`config.mk`:
```
export PLATFORM = sky130hd
export DESIGN_NAME = legacy_window_router
export DESIGN_NICKNAME = d
export VERILOG_FILES = /design/src/rtl/lwr_pkg.sv /design/src/rtl/lwr_attr_bank.sv /design/src/rtl/lwr_seg_decode.sv /design/src/rtl/lwr_route.sv /design/src/rtl/legacy_window_router.sv
export SDC_FILE = /design/constraint.sdc
export NUM_CORES = 1
export LEC_CHECK = 0
export BUFFER_PORTS_ARGS = -buffer_cell sky130_fd_sc_hd__buf_4
export CAP_MARGIN = 5
export CORE_ASPECT_RATIO = 0.6
export CORE_MARGIN = 3
export CORE_UTILIZATION = 55
export DETAILED_ROUTE_END_ITERATION = 8
export GPL_TIMING_DRIVEN = 0
export PLACE_DENSITY = 0.93
export SYNTH_ARGS = -nofsm -noshare
export SYNTH_HDL_FRONTEND = slang
export SYNTH_SLANG_ARGS = --single-unit
```
`constraint.sdc`:
```
create_clock -name clk -period 6.35 [get_ports clk]
set_input_delay 1.27 -clock clk [delete_from_list [all_inputs] [get_ports clk]]
set_output_delay 1.27 -clock clk [all_outputs]
set_load 0.05 [all_outputs]
```
`src/rtl/lwr_pkg.sv`:
```
// Package: shared types for the legacy window attribute router.
// Assumes 2-bit initiator codes and a 2-bit attribute field per segment.
package lwr_pkg;
    typedef enum logic [1:0] {
        INIT_HOST = 2'b00,
        INIT_GFX  = 2'b01,
        INIT_PCI  = 2'b10,
        INIT_HUB  = 2'b11
    } init_t;

    typedef struct packed {
        logic we;   // write enable
        logic re;   // read enable
    } attr_t;

    localparam int unsigned NUM_SEG = 13;
    localparam int unsigned SEG_IDX_W = 4;
endpackage

```
`src/rtl/lwr_attr_bank.sv`:
```
// Module: lwr_attr_bank
// Holds the attribute registers. Writes are masked so reserved bits never
// store a one. Exposes one attribute field per segment.
// Assumes one write per cycle and a combinational read port.
module lwr_attr_bank
    import lwr_pkg::*;
#(
    parameter int unsigned NUM_REGS = 7,
    parameter logic [7:0]  BASE_OFF = 8'h90
) (
    input  logic                 clk,
    input  logic                 rst_n,
    input  logic                 wr_en,
    input  logic [7:0]           offset,
    input  logic [7:0]           wdata,
    output logic [7:0]           rdata,
    output attr_t [NUM_SEG-1:0]  seg_attr
);
    localparam logic [7:0] MASK_FIRST = 8'h30;
    localparam logic [7:0] MASK_REST  = 8'h33;

    logic [7:0]          regs [NUM_REGS];
    logic [NUM_REGS-1:0] sel;

    // Offset match per register.
    always_comb begin
        for (int i = 0; i < NUM_REGS; i++) begin
            sel[i] = (offset == BASE_OFF + 8'(i));
        end
    end

    genvar gi;
    generate
        for (gi = 0; gi < NUM_REGS; gi++) begin : g_reg
            localparam logic [7:0] MASK = (gi == 0) ? MASK_FIRST : MASK_REST;
            // Store the masked write data on a matching write strobe.
            always_ff @(posedge clk) begin
                if (!rst_n)
                    regs[gi] <= 8'h00;
                else if (wr_en && sel[gi])
                    regs[gi] <= wdata & MASK;
            end
        end
    endgenerate

    // Read mux: OR of the selected register, zero when nothing matches.
    always_comb begin
        rdata = 8'h00;
        for (int i = 0; i < NUM_REGS; i++) begin
            if (sel[i]) rdata = rdata | regs[i];
        end
    end

    // Segment fan-out: the top 64 KB segment, then the 16 KB segments in ascending order.
    always_comb begin
        seg_attr[0] = attr_t'(regs[0][5:4]);
        for (int k = 0; k < NUM_SEG - 1; k++) begin
            if (k % 2 == 0)
                seg_attr[k+1] = attr_t'(regs[1 + k/2][1:0]);
            else
                seg_attr[k+1] = attr_t'(regs[1 + k/2][5:4]);
        end
    end

    AST_RESERVED_ZERO: assert property (@(posedge clk) disable iff (!rst_n)
        (rdata & 8'hCC) == 8'h00);

    AST_RESET_CLEAR: assert property (@(posedge clk) disable iff (!rst_n)
        $rose(rst_n) |-> (seg_attr == '0));

    AST_OOR_WRITE_IGNORED: assert property (@(posedge clk) disable iff (!rst_n)
        (wr_en && !(|sel)) |=> $stable(seg_attr));
endmodule

```
`src/rtl/lwr_seg_decode.sv`:
```
// Module: lwr_seg_decode
// Maps a byte address to a segment index. Index 0 is the top 64 KB and
// 1..12 are the 16 KB segments from 0xC0000 upward.
// Assumes ADDR_W is wider than 20 bits. Purely combinational.
module lwr_seg_decode
    import lwr_pkg::*;
#(
    parameter int unsigned ADDR_W = 32
) (
    input  logic [ADDR_W-1:0]    addr,
    output logic                 hit,
    output logic [SEG_IDX_W-1:0] seg_idx
);
    localparam logic [ADDR_W-1:0] LO_ADDR = ADDR_W'(32'h000C_0000);
    localparam logic [ADDR_W-1:0] HI_ADDR = ADDR_W'(32'h000F_FFFF);

    // Range compare and index extraction.
    always_comb begin
        hit = (addr >= LO_ADDR) && (addr <= HI_ADDR);
        if (addr[17:16] == 2'b11)
            seg_idx = '0;
        else
            seg_idx = SEG_IDX_W'(addr[17:14]) + SEG_IDX_W'(1);
    end
endmodule

```
`src/rtl/lwr_route.sv`:
```
// Module: lwr_route
// Registers the routing result for one access. Host accesses follow the
// segment's read or write enable. Other initiators go to memory on a hit.
// Assumes attr is the field of the segment that the decoder selected.
module lwr_route
    import lwr_pkg::*;
(
    input  logic  clk,
    input  logic  rst_n,
    input  logic  acc_valid,
    input  logic  acc_write,
    input  init_t acc_init,
    input  logic  hit,
    input  attr_t attr,
    output logic  rt_valid,
    output logic  rt_hit,
    output logic  rt_to_mem
);
    logic enable;
    logic to_mem_d;

    // Pick the enable for the direction, then apply the initiator rule.
    always_comb begin
        enable   = acc_write ? attr.we : attr.re;
        to_mem_d = acc_valid && hit && ((acc_init != INIT_HOST) || enable);
    end

    // One-cycle result register.
    always_ff @(posedge clk) begin
        if (!rst_n) begin
            rt_valid  <= 1'b0;
            rt_hit    <= 1'b0;
            rt_to_mem <= 1'b0;
        end else begin
            rt_valid  <= acc_valid;
            rt_hit    <= acc_valid && hit;
            rt_to_mem <= to_mem_d;
        end
    end

    AST_NONHOST_MEM: assert property (@(posedge clk) disable iff (!rst_n)
        (acc_valid && hit && acc_init != INIT_HOST) |=> (rt_hit && rt_to_mem));

    AST_NOHIT_NOROUTE: assert property (@(posedge clk) disable iff (!rst_n)
        (acc_valid && !hit) |=> (!rt_hit && !rt_to_mem));

    AST_HOST_READ_RE: assert property (@(posedge clk) disable iff (!rst_n)
        (acc_valid && hit && acc_init == INIT_HOST && !acc_write && !attr.re) |=> !rt_to_mem);

    AST_HOST_WRITE_WE: assert property (@(posedge clk) disable iff (!rst_n)
        (acc_valid && hit && acc_init == INIT_HOST && acc_write && attr.we) |=> rt_to_mem);

    AST_VALID_LATENCY: assert property (@(posedge clk) disable iff (!rst_n)
        !acc_valid |=> !rt_valid);
endmodule

```
`src/rtl/legacy_window_router.sv`:
```
// Module: legacy_window_router (top)
// Ties the attribute bank, address decoder and route register together.
// Assumes a single clock domain and synchronous active-low reset.
module legacy_window_router
    import lwr_pkg::*;
#(
    parameter int unsigned ADDR_W   = 32,
    parameter int unsigned NUM_REGS = 7,
    parameter logic [7:0]  BASE_OFF = 8'h90
) (
    input  logic              clk,
    input  logic              rst_n,
    input  logic              cfg_wr_en,
    input  logic [7:0]        cfg_offset,
    input  logic [7:0]        cfg_wdata,
    output logic [7:0]        cfg_rdata,
    input  logic              acc_valid,
    input  logic [ADDR_W-1:0] acc_addr,
    input  logic              acc_write,
    input  logic [1:0]        acc_init,
    output logic              rt_valid,
    output logic              rt_hit,
    output logic              rt_to_mem
);
    attr_t [NUM_SEG-1:0]  seg_attr;
    logic                 hit;
    logic [SEG_IDX_W-1:0] seg_idx;
    attr_t                cur_attr;

    lwr_attr_bank #(.NUM_REGS(NUM_REGS), .BASE_OFF(BASE_OFF)) u_bank (
        .clk      (clk),
        .rst_n    (rst_n),
        .wr_en    (cfg_wr_en),
        .offset   (cfg_offset),
        .wdata    (cfg_wdata),
        .rdata    (cfg_rdata),
        .seg_attr (seg_attr)
    );

    lwr_seg_decode #(.ADDR_W(ADDR_W)) u_dec (
        .addr    (acc_addr),
        .hit     (hit),
        .seg_idx (seg_idx)
    );

    // Select the attribute field of the decoded segment.
    always_comb begin
        cur_attr = '0;
        for (int s = 0; s < NUM_SEG; s++) begin
            if (seg_idx == SEG_IDX_W'(s)) cur_attr = seg_attr[s];
        end
    end

    lwr_route u_route (
        .clk       (clk),
        .rst_n     (rst_n),
        .acc_valid (acc_valid),
        .acc_write (acc_write),
        .acc_init  (init_t'(acc_init)),
        .hit       (hit),
        .attr      (cur_attr),
        .rt_valid  (rt_valid),
        .rt_hit    (rt_hit),
        .rt_to_mem (rt_to_mem)
    );

    AST_HIT_INDEX_RANGE: assert property (@(posedge clk) disable iff (!rst_n)
        hit |-> (seg_idx < SEG_IDX_W'(NUM_SEG)));
endmodule

```
==> impl_metrics.prom, run 1 <==
# TYPE chip_impl_metric gauge
chip_impl_metric{name="postCtsSetupRepairBufs",unit=""} 0
chip_impl_info{name="cts_tree",value="built"} 1
chip_impl_metric{name="critical-path-max-stage-delay",unit="ns"} 0.40
chip_impl_metric{name="timing.critical_path.depth",unit=""} 7
chip_impl_metric{name="ctsLongestPathBuffers",unit=""} 2
chip_impl_info{name="slowest_stage",value="mux2_2"} 1
chip_impl_info{name="grt_most_used_layer",value="met2"} 1
chip_impl_metric{name="synth_edf_count",unit=""} 26
chip_impl_metric{name="pin_count",unit=""} 66
chip_impl_metric{name="io_buffer_count",unit=""} 42
chip_impl_metric{name="viasPerCell",unit=""} 6.064
chip_impl_metric{name="drt-initial-drc-count",unit=""} 167
chip_impl_metric{name="r2r_slack",unit="ns"} 4.90
chip_impl_metric{name="crit_path_max_fanout",unit=""} 10
chip_impl_metric{name="detail_route.wirelength",unit="µm"} 5382
chip_impl_metric{name="antenna_found_initial",unit=""} 0
chip_impl_metric{name="grt_pass1_vias",unit=""} 1671
chip_impl_metric{name="power.share.switching",unit="%"} 26.32
chip_impl_metric{name="gr-usage-met1",unit="%"} 35.64
chip_impl_metric{name="detail_route.wl_per_cell",unit="µm"} 18.00
chip_impl_metric{name="power.share.combinational",unit="%"} 16.3
chip_impl_metric{name="postSynthCellCount",unit=""} 201
chip_impl_metric{name="cts.sink_count",unit=""} 29
chip_impl_metric{name="finalPower",unit="mW"} 0.4982
chip_impl_metric{name="met2_usage_in_global_routing",unit="%"} 39.58
chip_impl_metric{name="starting_density_of_the_core",unit="%"} 59.37
chip_impl_metric{name="cp_data_arrival_time",unit="ns"} 3.06
chip_impl_metric{name="worst_r2r_path_depth",unit=""} 6
chip_impl_metric{name="cellPowerDensity",unit="nW/µm²"} 200.1
chip_impl_metric{name="tot_gr_track_use",unit="%"} 26.35
chip_impl_metric{name="clkLatencyLatePin",unit="ns"} 0.28
chip_impl_metric{name="final.min_clock_period",unit="ns"} 4.330
chip_impl_metric{name="finish.net_count",unit=""} 310
chip_impl_metric{name="finish.cell_count_without_fillers",unit=""} 299
chip_impl_metric{name="pwr-share-clk",unit="%"} 38.6
chip_impl_metric{name="synth_seq_area_share",unit="%"} 42.11
chip_impl_metric{name="worst-slew-pin-transition",unit="ns"} 0.5543
chip_impl_info{name="ys_dominant_reg_cell",value="edfxtp_1"} 1
chip_impl_metric{name="multiInputGateArea",unit="µm²"} 1081
chip_impl_metric{name="ctsHtreeMaxLevel",unit=""} 2
chip_impl_info{name="hold_path_class",value="reg2reg"} 1
chip_impl_info{name="cp_common_cell",value="buf_4"} 1
chip_impl_metric{name="hold_buffers",unit=""} 0
chip_impl_metric{name="number_of_buffers_created_by_cts",unit=""} 5
chip_impl_info{name="critPathKind",value="in2out"} 1
chip_impl_metric{name="grt_max_degree",unit=""} 11
chip_impl_metric{name="power.ir.vdd_worst",unit="µV"} 190.4
chip_impl_metric{name="setup-violations-final",unit=""} 0
chip_impl_metric{name="post-route-worst-setup-slack",unit="ns"} 2.020
chip_impl_metric{name="dp_cells",unit=""} 291
chip_impl_metric{name="antenna_violating_nets_post_route",unit=""} 0
chip_impl_info{name="ys_top_cells_by_area",value="edfxtp_1 39%, and2_1 8.1%, nand2_1 5.5%"} 1
chip_impl_metric{name="insertedDiodeCount",unit=""} 0
chip_impl_metric{name="detailroute.via_count",unit=""} 1813
chip_impl_metric{name="yosysWarningCount",unit=""} 0
chip_impl_metric{name="period_share",unit="%"} 68.18
chip_impl_metric{name="grt.overflow.total",unit=""} 0
chip_impl_metric{name="final.setup.tns",unit="ns"} 0
chip_impl_metric{name="pwr-share-seq",unit="%"} 45.1
chip_impl_metric{name="reported_net_switching_power",unit="mW"} 0.1311
chip_impl_metric{name="yosysTopAreaCellShare",unit="%"} 39.10
chip_impl_metric{name="timing.fmax",unit="MHz"} 231.0
chip_impl_metric{name="clock-skew-final",unit="ns"} 0.002767
chip_impl_metric{name="placement_rows",unit=""} 16
chip_impl_metric{name="fillerInstances",unit=""} 247
chip_impl_metric{name="drv_cap",unit=""} 0
chip_impl_metric{name="clk_transition_reported_paths",unit="ns"} 0.07
chip_impl_metric{name="ys_ff_latch",unit=""} 29
chip_impl_metric{name="pre_cts_slack",unit="ns"} 2.075
chip_impl_metric{name="hold_viol_final",unit=""} 0
chip_impl_metric{name="intPower",unit="mW"} 0.3671
chip_impl_metric{name="timing.slew.headroom",unit="%"} 62.70
chip_impl_metric{name="gp_routability_congestion",unit=""} 1.009
chip_impl_metric{name="layout.area.seq",unit="µm²"} 840.8
chip_impl_metric{name="critical_path.n_buffers_inverters",unit=""} 3
chip_impl_metric{name="die_width",unit="µm"} 83.79
chip_impl_info{name="critical_path.cell_chain",value="buf_4 -> clkbuf_1 -> mux2_2 -> a22o_1 -> a222oi_1 -> nand2_1 -> buf_4"} 1
chip_impl_metric{name="die-area",unit="µm²"} 4414
chip_impl_metric{name="design.core.area",unit="µm²"} 3363
chip_impl_metric{name="drcViolationCount",unit=""} 0
chip_impl_metric{name="netlist_area",unit="µm²"} 1997
chip_impl_metric{name="yosys.cell_types.count",unit=""} 52
chip_impl_info{name="cp-end-kind",value="output pin"} 1
chip_impl_metric{name="maxSlewViolCount",unit=""} 0
chip_impl_metric{name="cts.repair.resized",unit=""} 0
chip_impl_metric{name="min_delay_path_depth",unit=""} 3
chip_impl_info{name="category_of_the_worst_setup_path_launch_point",value="primary input"} 1
chip_impl_metric{name="hpwl_reported_at_the_end_of_detailed_placement",unit="µm"} 4274
chip_impl_metric{name="grt_first_pass_wirelength",unit="µm"} 8638
chip_impl_metric{name="grtUsageMet3",unit="%"} 11.46
chip_impl_metric{name="post_synth.cell_area_avg",unit="µm²"} 9.935
chip_impl_info{name="cts-root-buf",value="clkbuf_8"} 1
chip_impl_metric{name="required",unit="ns"} 5.08
chip_impl_info{name="grt_setup_unrepaired",value="false"} 1
chip_impl_info{name="post-synth-top-area-cell",value="edfxtp_1"} 1
chip_impl_metric{name="synth_async_reset_ratio",unit="%"} 0
chip_impl_metric{name="die_y",unit="µm"} 52.68
chip_impl_metric{name="post_route_cells_drive_above_1_share",unit="%"} 28.74
chip_impl_metric{name="area_delta_synth_final",unit="%"} 24.69
chip_impl_info{name="run_status",value="finished, final reports clean"} 1
chip_impl_metric{name="cellLeakagePower",unit="nW"} 1.045
chip_impl_info{name="crit_family",value="buffers and inverters"} 1
chip_impl_metric{name="first_pass_iters",unit=""} 5
[cells in the final DEF (no fill, tap or decap), types with 4 or more instances in the layout]
cell       n
conb_1     4
nand2_1   29
a22oi_1    6
nor2b_1    6
nand3_1    8
clkbuf_1   4
buf_4     46
edfxtp_1  26
nor3_1     5
a21oi_1    4
nor2_1     7
mux2_2     4
o21ai_0    4
clkbuf_8   5
and2_1    26
inv_1      4
and3_1     6
[worst register-to-register path: stages, from the launching register on]
cell	delay, ns
edfxtp_1	0.44
nor2_1	0.13
nand3_1	0.08
nand3_1	0.10
a21oi_1	0.09
a2111oi_2	0.34
a41oi_1	0.15
[layer usage]
| metal | vias up | wire length (µm) | share of wire, % |
|---|---|---|---|
| li1 | 854 | - | - |
| met1 | 818 | 2276 | 42 |
| met2 | 132 | 2171 | 40 |
| met3 | 9 | 875 | 16 |
| met4 | 0 | 58 | 1.1 |
| met5 | - | 0 | 0 |
[cells in the mapped netlist, types with 3 or more instances]
cell type,n
a22oi_1,6
nor3b_1,3
nor3_1,5
and2_1,26
mux2_2,4
a22o_1,3
buf_4,4
a21oi_1,4
and4_1,3
o21ai_0,4
nor2_1,7
clkbuf_1,4
edfxtp_1,26
nor2b_1,6
inv_1,4
dfxtp_1,3
mux2i_1,3
a211oi_1,3
nand3_1,8
nand2_1,29
nor4_1,3
buf_2,3
and3_1,6
[worst paths after layout]
kind | to | startpoint
hold / removal | u_route.rt_to_mem | u_bank.regs[1][3]
hold reg to reg | u_route.rt_to_mem | u_bank.regs[1][3]
setup / recovery | cfg_rdata[1] | cfg_offset[2]
setup reg to reg | u_route.rt_to_mem | u_bank.regs[1][8]
[flip-flops by register name, indices dropped and copies added (netlist names)]
name	flops
u_bank.regs	26
u_route.rt_hit	1
u_route.rt_to_mem	1
u_route.rt_valid	1
[stage by stage]
stage	utilization (%)	hold WS [ns]	area (µm²)
global route	74.03	0.8692	2490
floorplan	-	0.6883	2008
CTS	74.03	0.7919	2490
finish	74.03	0.7899	2490
detailed placement	70.76	0.7660	2380
global placement	70.76	0.7815	2380
[cell type report]
cell class                 instances  share of cell area [%]
buffer                            12                   2.864
clock buffer                       5                   2.764
clock inverter                     3                   1.658
inverter                           4                  0.6030
multi-input combinational        159                   43.42
sequential                        29                   33.77
tap                               45                   2.261
timing repair buffer              42                   12.66
[power by group through the flow]
| stage | registers, mW | logic, mW | clock network, mW |
|---|---|---|---|
| final | 0.225 | 0.0812 | 0.192 |
| after detailed placement | 0.228 | 0.0794 | 0 |
| after global routing | 0.225 | 0.0878 | 0.206 |
| after CTS | 0.224 | 0.0798 | 0.191 |
| after floorplan | 0.225 | 0.0447 | 0 |
| after global placement | 0.228 | 0.0785 | 0 |
[kinds of logic (layout without fill, tap and decap cells)]
kind of cell | Yosys count | after routing | share of synthesized area, %
adder cells (fa/ha/maj) | 2 | 2 | 1.253
other | 1 | 4 | 0.1878
AND/OR/NAND/NOR | 110 | 110 | 34.21
flip-flops | 29 | 29 | 42.11
buffers and inverters | 16 | 66 | 4.323
multiplexers | 7 | 7 | 3.759
AO/OA/AOI/OAI | 36 | 36 | 14.16
Note: power is estimated with default switching activity, not from simulation.
==> inputs of run 2 (changes only) <==
Settings changed: CORE_UTILIZATION 55 to 46, PLACE_DENSITY 0.93 to 0.84.
Clock period 6.35 ns to 3.8 ns, I/O delays scaled along.
==> run 2 against run 1 <==
- global-route usage decreased by 5.8 points
- die area increased by 18%
- critical path depth unchanged
- utilization decreased by 11 points
- register-to-register slack got worse by 2.5 ns
- sequential share of layout area increased by 0.12 points
- final cell count increased by 4.0%
- total power increased by 52%
- non-clock buffer count unchanged
- clock power increased by 29%
- first-iteration DRC count decreased by 6.0%
- highest routed layer unchanged
==> impl_metrics.prom, run 2 (same netlist as run 1, synthesis figures left out) <==
# TYPE chip_impl_metric gauge
chip_impl_info{name="run_status",value="finished, final reports clean"} 1
chip_impl_metric{name="insertedDiodeCount",unit=""} 0
chip_impl_info{name="cp-end-kind",value="output pin"} 1
chip_impl_info{name="cts_tree",value="built"} 1
chip_impl_metric{name="gp_routability_congestion",unit=""} 0.9425
chip_impl_info{name="crit_family",value="buffers and inverters"} 1
chip_impl_metric{name="cellLeakagePower",unit="nW"} 1.039
chip_impl_info{name="category_of_the_worst_setup_path_launch_point",value="primary input"} 1
chip_impl_info{name="hold_path_class",value="in2reg"} 1
chip_impl_metric{name="detailroute.via_count",unit=""} 1840
chip_impl_metric{name="timing.critical_path.depth",unit=""} 7
chip_impl_metric{name="final.setup.tns",unit="ns"} 0
chip_impl_metric{name="cellPowerDensity",unit="nW/µm²"} 305.3
chip_impl_metric{name="setup-violations-final",unit=""} 0
chip_impl_metric{name="pwr-share-clk",unit="%"} 32.7
chip_impl_metric{name="tot_gr_track_use",unit="%"} 20.53
chip_impl_metric{name="clkLatencyLatePin",unit="ns"} 0.28
chip_impl_metric{name="pwr-share-seq",unit="%"} 49.4
chip_impl_metric{name="hold_viol_final",unit=""} 0
chip_impl_metric{name="grt_pass1_vias",unit=""} 1592
chip_impl_metric{name="postCtsSetupRepairBufs",unit=""} 0
chip_impl_info{name="slowest_stage",value="mux2_2"} 1
chip_impl_info{name="layout_common_cells",value="46 x buf_4, 29 x nand2_1, 26 x and2_1, 26 x edfxtp_1, 8 x nand3_1"} 1
chip_impl_metric{name="critical_path.n_buffers_inverters",unit=""} 3
chip_impl_metric{name="drt-initial-drc-count",unit=""} 157
chip_impl_metric{name="ctsLongestPathBuffers",unit=""} 2
chip_impl_metric{name="grt_max_degree",unit=""} 11
chip_impl_info{name="cp_common_cell",value="buf_4"} 1
chip_impl_metric{name="intPower",unit="mW"} 0.5468
chip_impl_metric{name="worst_r2r_path_depth",unit=""} 4
chip_impl_metric{name="clk_transition_reported_paths",unit="ns"} 0.06
chip_impl_metric{name="detail_route.wirelength",unit="µm"} 5238
chip_impl_metric{name="pin_count",unit=""} 66
chip_impl_metric{name="drv_cap",unit=""} 0
chip_impl_metric{name="cp_data_arrival_time",unit="ns"} 2.44
chip_impl_metric{name="ctsHtreeMaxLevel",unit=""} 2
chip_impl_metric{name="timing.slew.headroom",unit="%"} 55.53
chip_impl_metric{name="cts.sink_count",unit=""} 29
chip_impl_metric{name="detail_route.wl_per_cell",unit="µm"} 16.84
chip_impl_info{name="layout_commonest_cell",value="buf_4"} 1
chip_impl_metric{name="largest_reg_flops",unit=""} 26
chip_impl_metric{name="die_width",unit="µm"} 91.06
chip_impl_metric{name="number_of_buffers_created_by_cts",unit=""} 5
chip_impl_metric{name="power.ir.vdd_worst",unit="µV"} 163.0
chip_impl_metric{name="worst-slew-pin-transition",unit="ns"} 0.6609
chip_impl_metric{name="pre_cts_slack",unit="ns"} 0.6309
chip_impl_metric{name="placement_rows",unit=""} 17
chip_impl_metric{name="drcViolationCount",unit=""} 0
chip_impl_metric{name="min_delay_path_depth",unit=""} 2
chip_impl_metric{name="hpwl_reported_at_the_end_of_detailed_placement",unit="µm"} 4152
chip_impl_metric{name="io_buffer_count",unit=""} 42
chip_impl_metric{name="hold_buffers",unit=""} 0
chip_impl_metric{name="final.min_clock_period",unit="ns"} 3.199
chip_impl_metric{name="first_pass_iters",unit=""} 5
chip_impl_info{name="grt_setup_unrepaired",value="false"} 1
chip_impl_metric{name="die-area",unit="µm²"} 5194
chip_impl_metric{name="post_route_cells_drive_above_1_share",unit="%"} 28.74
chip_impl_metric{name="period_share",unit="%"} 84.19
chip_impl_info{name="critical_path.cell_chain",value="buf_4 -> clkbuf_1 -> mux2_2 -> a22o_1 -> a222oi_1 -> nand2_1 -> buf_4"} 1
chip_impl_info{name="cts-root-buf",value="clkbuf_8"} 1
chip_impl_metric{name="fin_worst_hold_slack",unit="ns"} 0.7097
chip_impl_metric{name="post-route-worst-setup-slack",unit="ns"} 0.6009
chip_impl_info{name="largest_register",value="u_bank.regs"} 1
chip_impl_metric{name="timing.fmax",unit="MHz"} 312.6
chip_impl_metric{name="design.core.area",unit="µm²"} 3914
chip_impl_metric{name="power.share.combinational",unit="%"} 17.8
chip_impl_metric{name="antenna_found_initial",unit=""} 0
chip_impl_info{name="critPathKind",value="in2out"} 1
chip_impl_metric{name="finish.net_count",unit=""} 310
chip_impl_metric{name="critical-path-max-stage-delay",unit="ns"} 0.39
chip_impl_metric{name="crit_path_max_fanout",unit=""} 10
chip_impl_metric{name="starting_density_of_the_core",unit="%"} 51.02
chip_impl_metric{name="reported_net_switching_power",unit="mW"} 0.2107
chip_impl_metric{name="grt_first_pass_wirelength",unit="µm"} 8252
chip_impl_metric{name="required",unit="ns"} 3.04
chip_impl_metric{name="grt.overflow.total",unit=""} 0
chip_impl_metric{name="maxSlewViolCount",unit=""} 0
chip_impl_metric{name="finalPower",unit="mW"} 0.7575
chip_impl_metric{name="die_y",unit="µm"} 57.04
chip_impl_metric{name="antenna_violating_nets_post_route",unit=""} 0
chip_impl_metric{name="area_delta_synth_final",unit="%"} 24.25
chip_impl_metric{name="viasPerCell",unit=""} 5.916
chip_impl_metric{name="power.share.switching",unit="%"} 27.82
chip_impl_metric{name="clock-skew-final",unit="ns"} 0.006690
chip_impl_metric{name="cts.repair.resized",unit=""} 0
[run 2: metal layers]
layer / vias up / routed length (µm) / track usage [%]
met1: 846 / 2370 / 29.57
met3: 10 / 733 / 8.432
li1: 848 / - / -
met2: 136 / 2052 / 27.62
met5: - / 0 / 0
met4: 0 / 82 / 6.867
[run 2: path summary, 6_finish.rpt]
check	start	end	slack [ns]
setup / recovery	cfg_offset[2]	cfg_rdata[1]	0.60
hold / removal	acc_valid	u_route.rt_valid	0.71
setup reg to reg	u_bank.regs[0][14]	u_route.rt_to_mem	2.37
hold reg to reg	u_bank.regs[1][3]	u_route.rt_to_mem	0.80
[run 2: power groups by stage]
stage                     clock network (mW)  registers [mW]  logic (mW)
after global routing                   0.268           0.375       0.146
after detailed placement                   0           0.381       0.133
final                                  0.248           0.375       0.135
after floorplan                            0           0.376      0.0747
after global placement                     0           0.380       0.131
after CTS                              0.253           0.374       0.133
[run 2: layout make-up]
| cell class | instances | area, µm² |
|---|---|---|
| Tap cell | 57 | 71.32 |
| Multi-Input combinational cell | 159 | 1081 |
| Clock inverter | 3 | 17.52 |
| Buffer | 12 | 71.32 |
| Inverter | 4 | 15.01 |
| Timing Repair Buffer | 42 | 315.3 |
| Sequential cell | 29 | 840.8 |
| Clock buffer | 5 | 68.82 |
| Fill cell | 353 | 1433 |
[run 2: per-stage QoR]
step | std cells | area (µm²) | util [%]
global route | 311 | 2481 | 63.40
CTS | 311 | 2481 | 63.40
detailed placement | 303 | 2395 | 61.19
finish | 311 | 2481 | 63.40
floorplan | 204 | 2008 | -
global placement | 303 | 2395 | 61.19
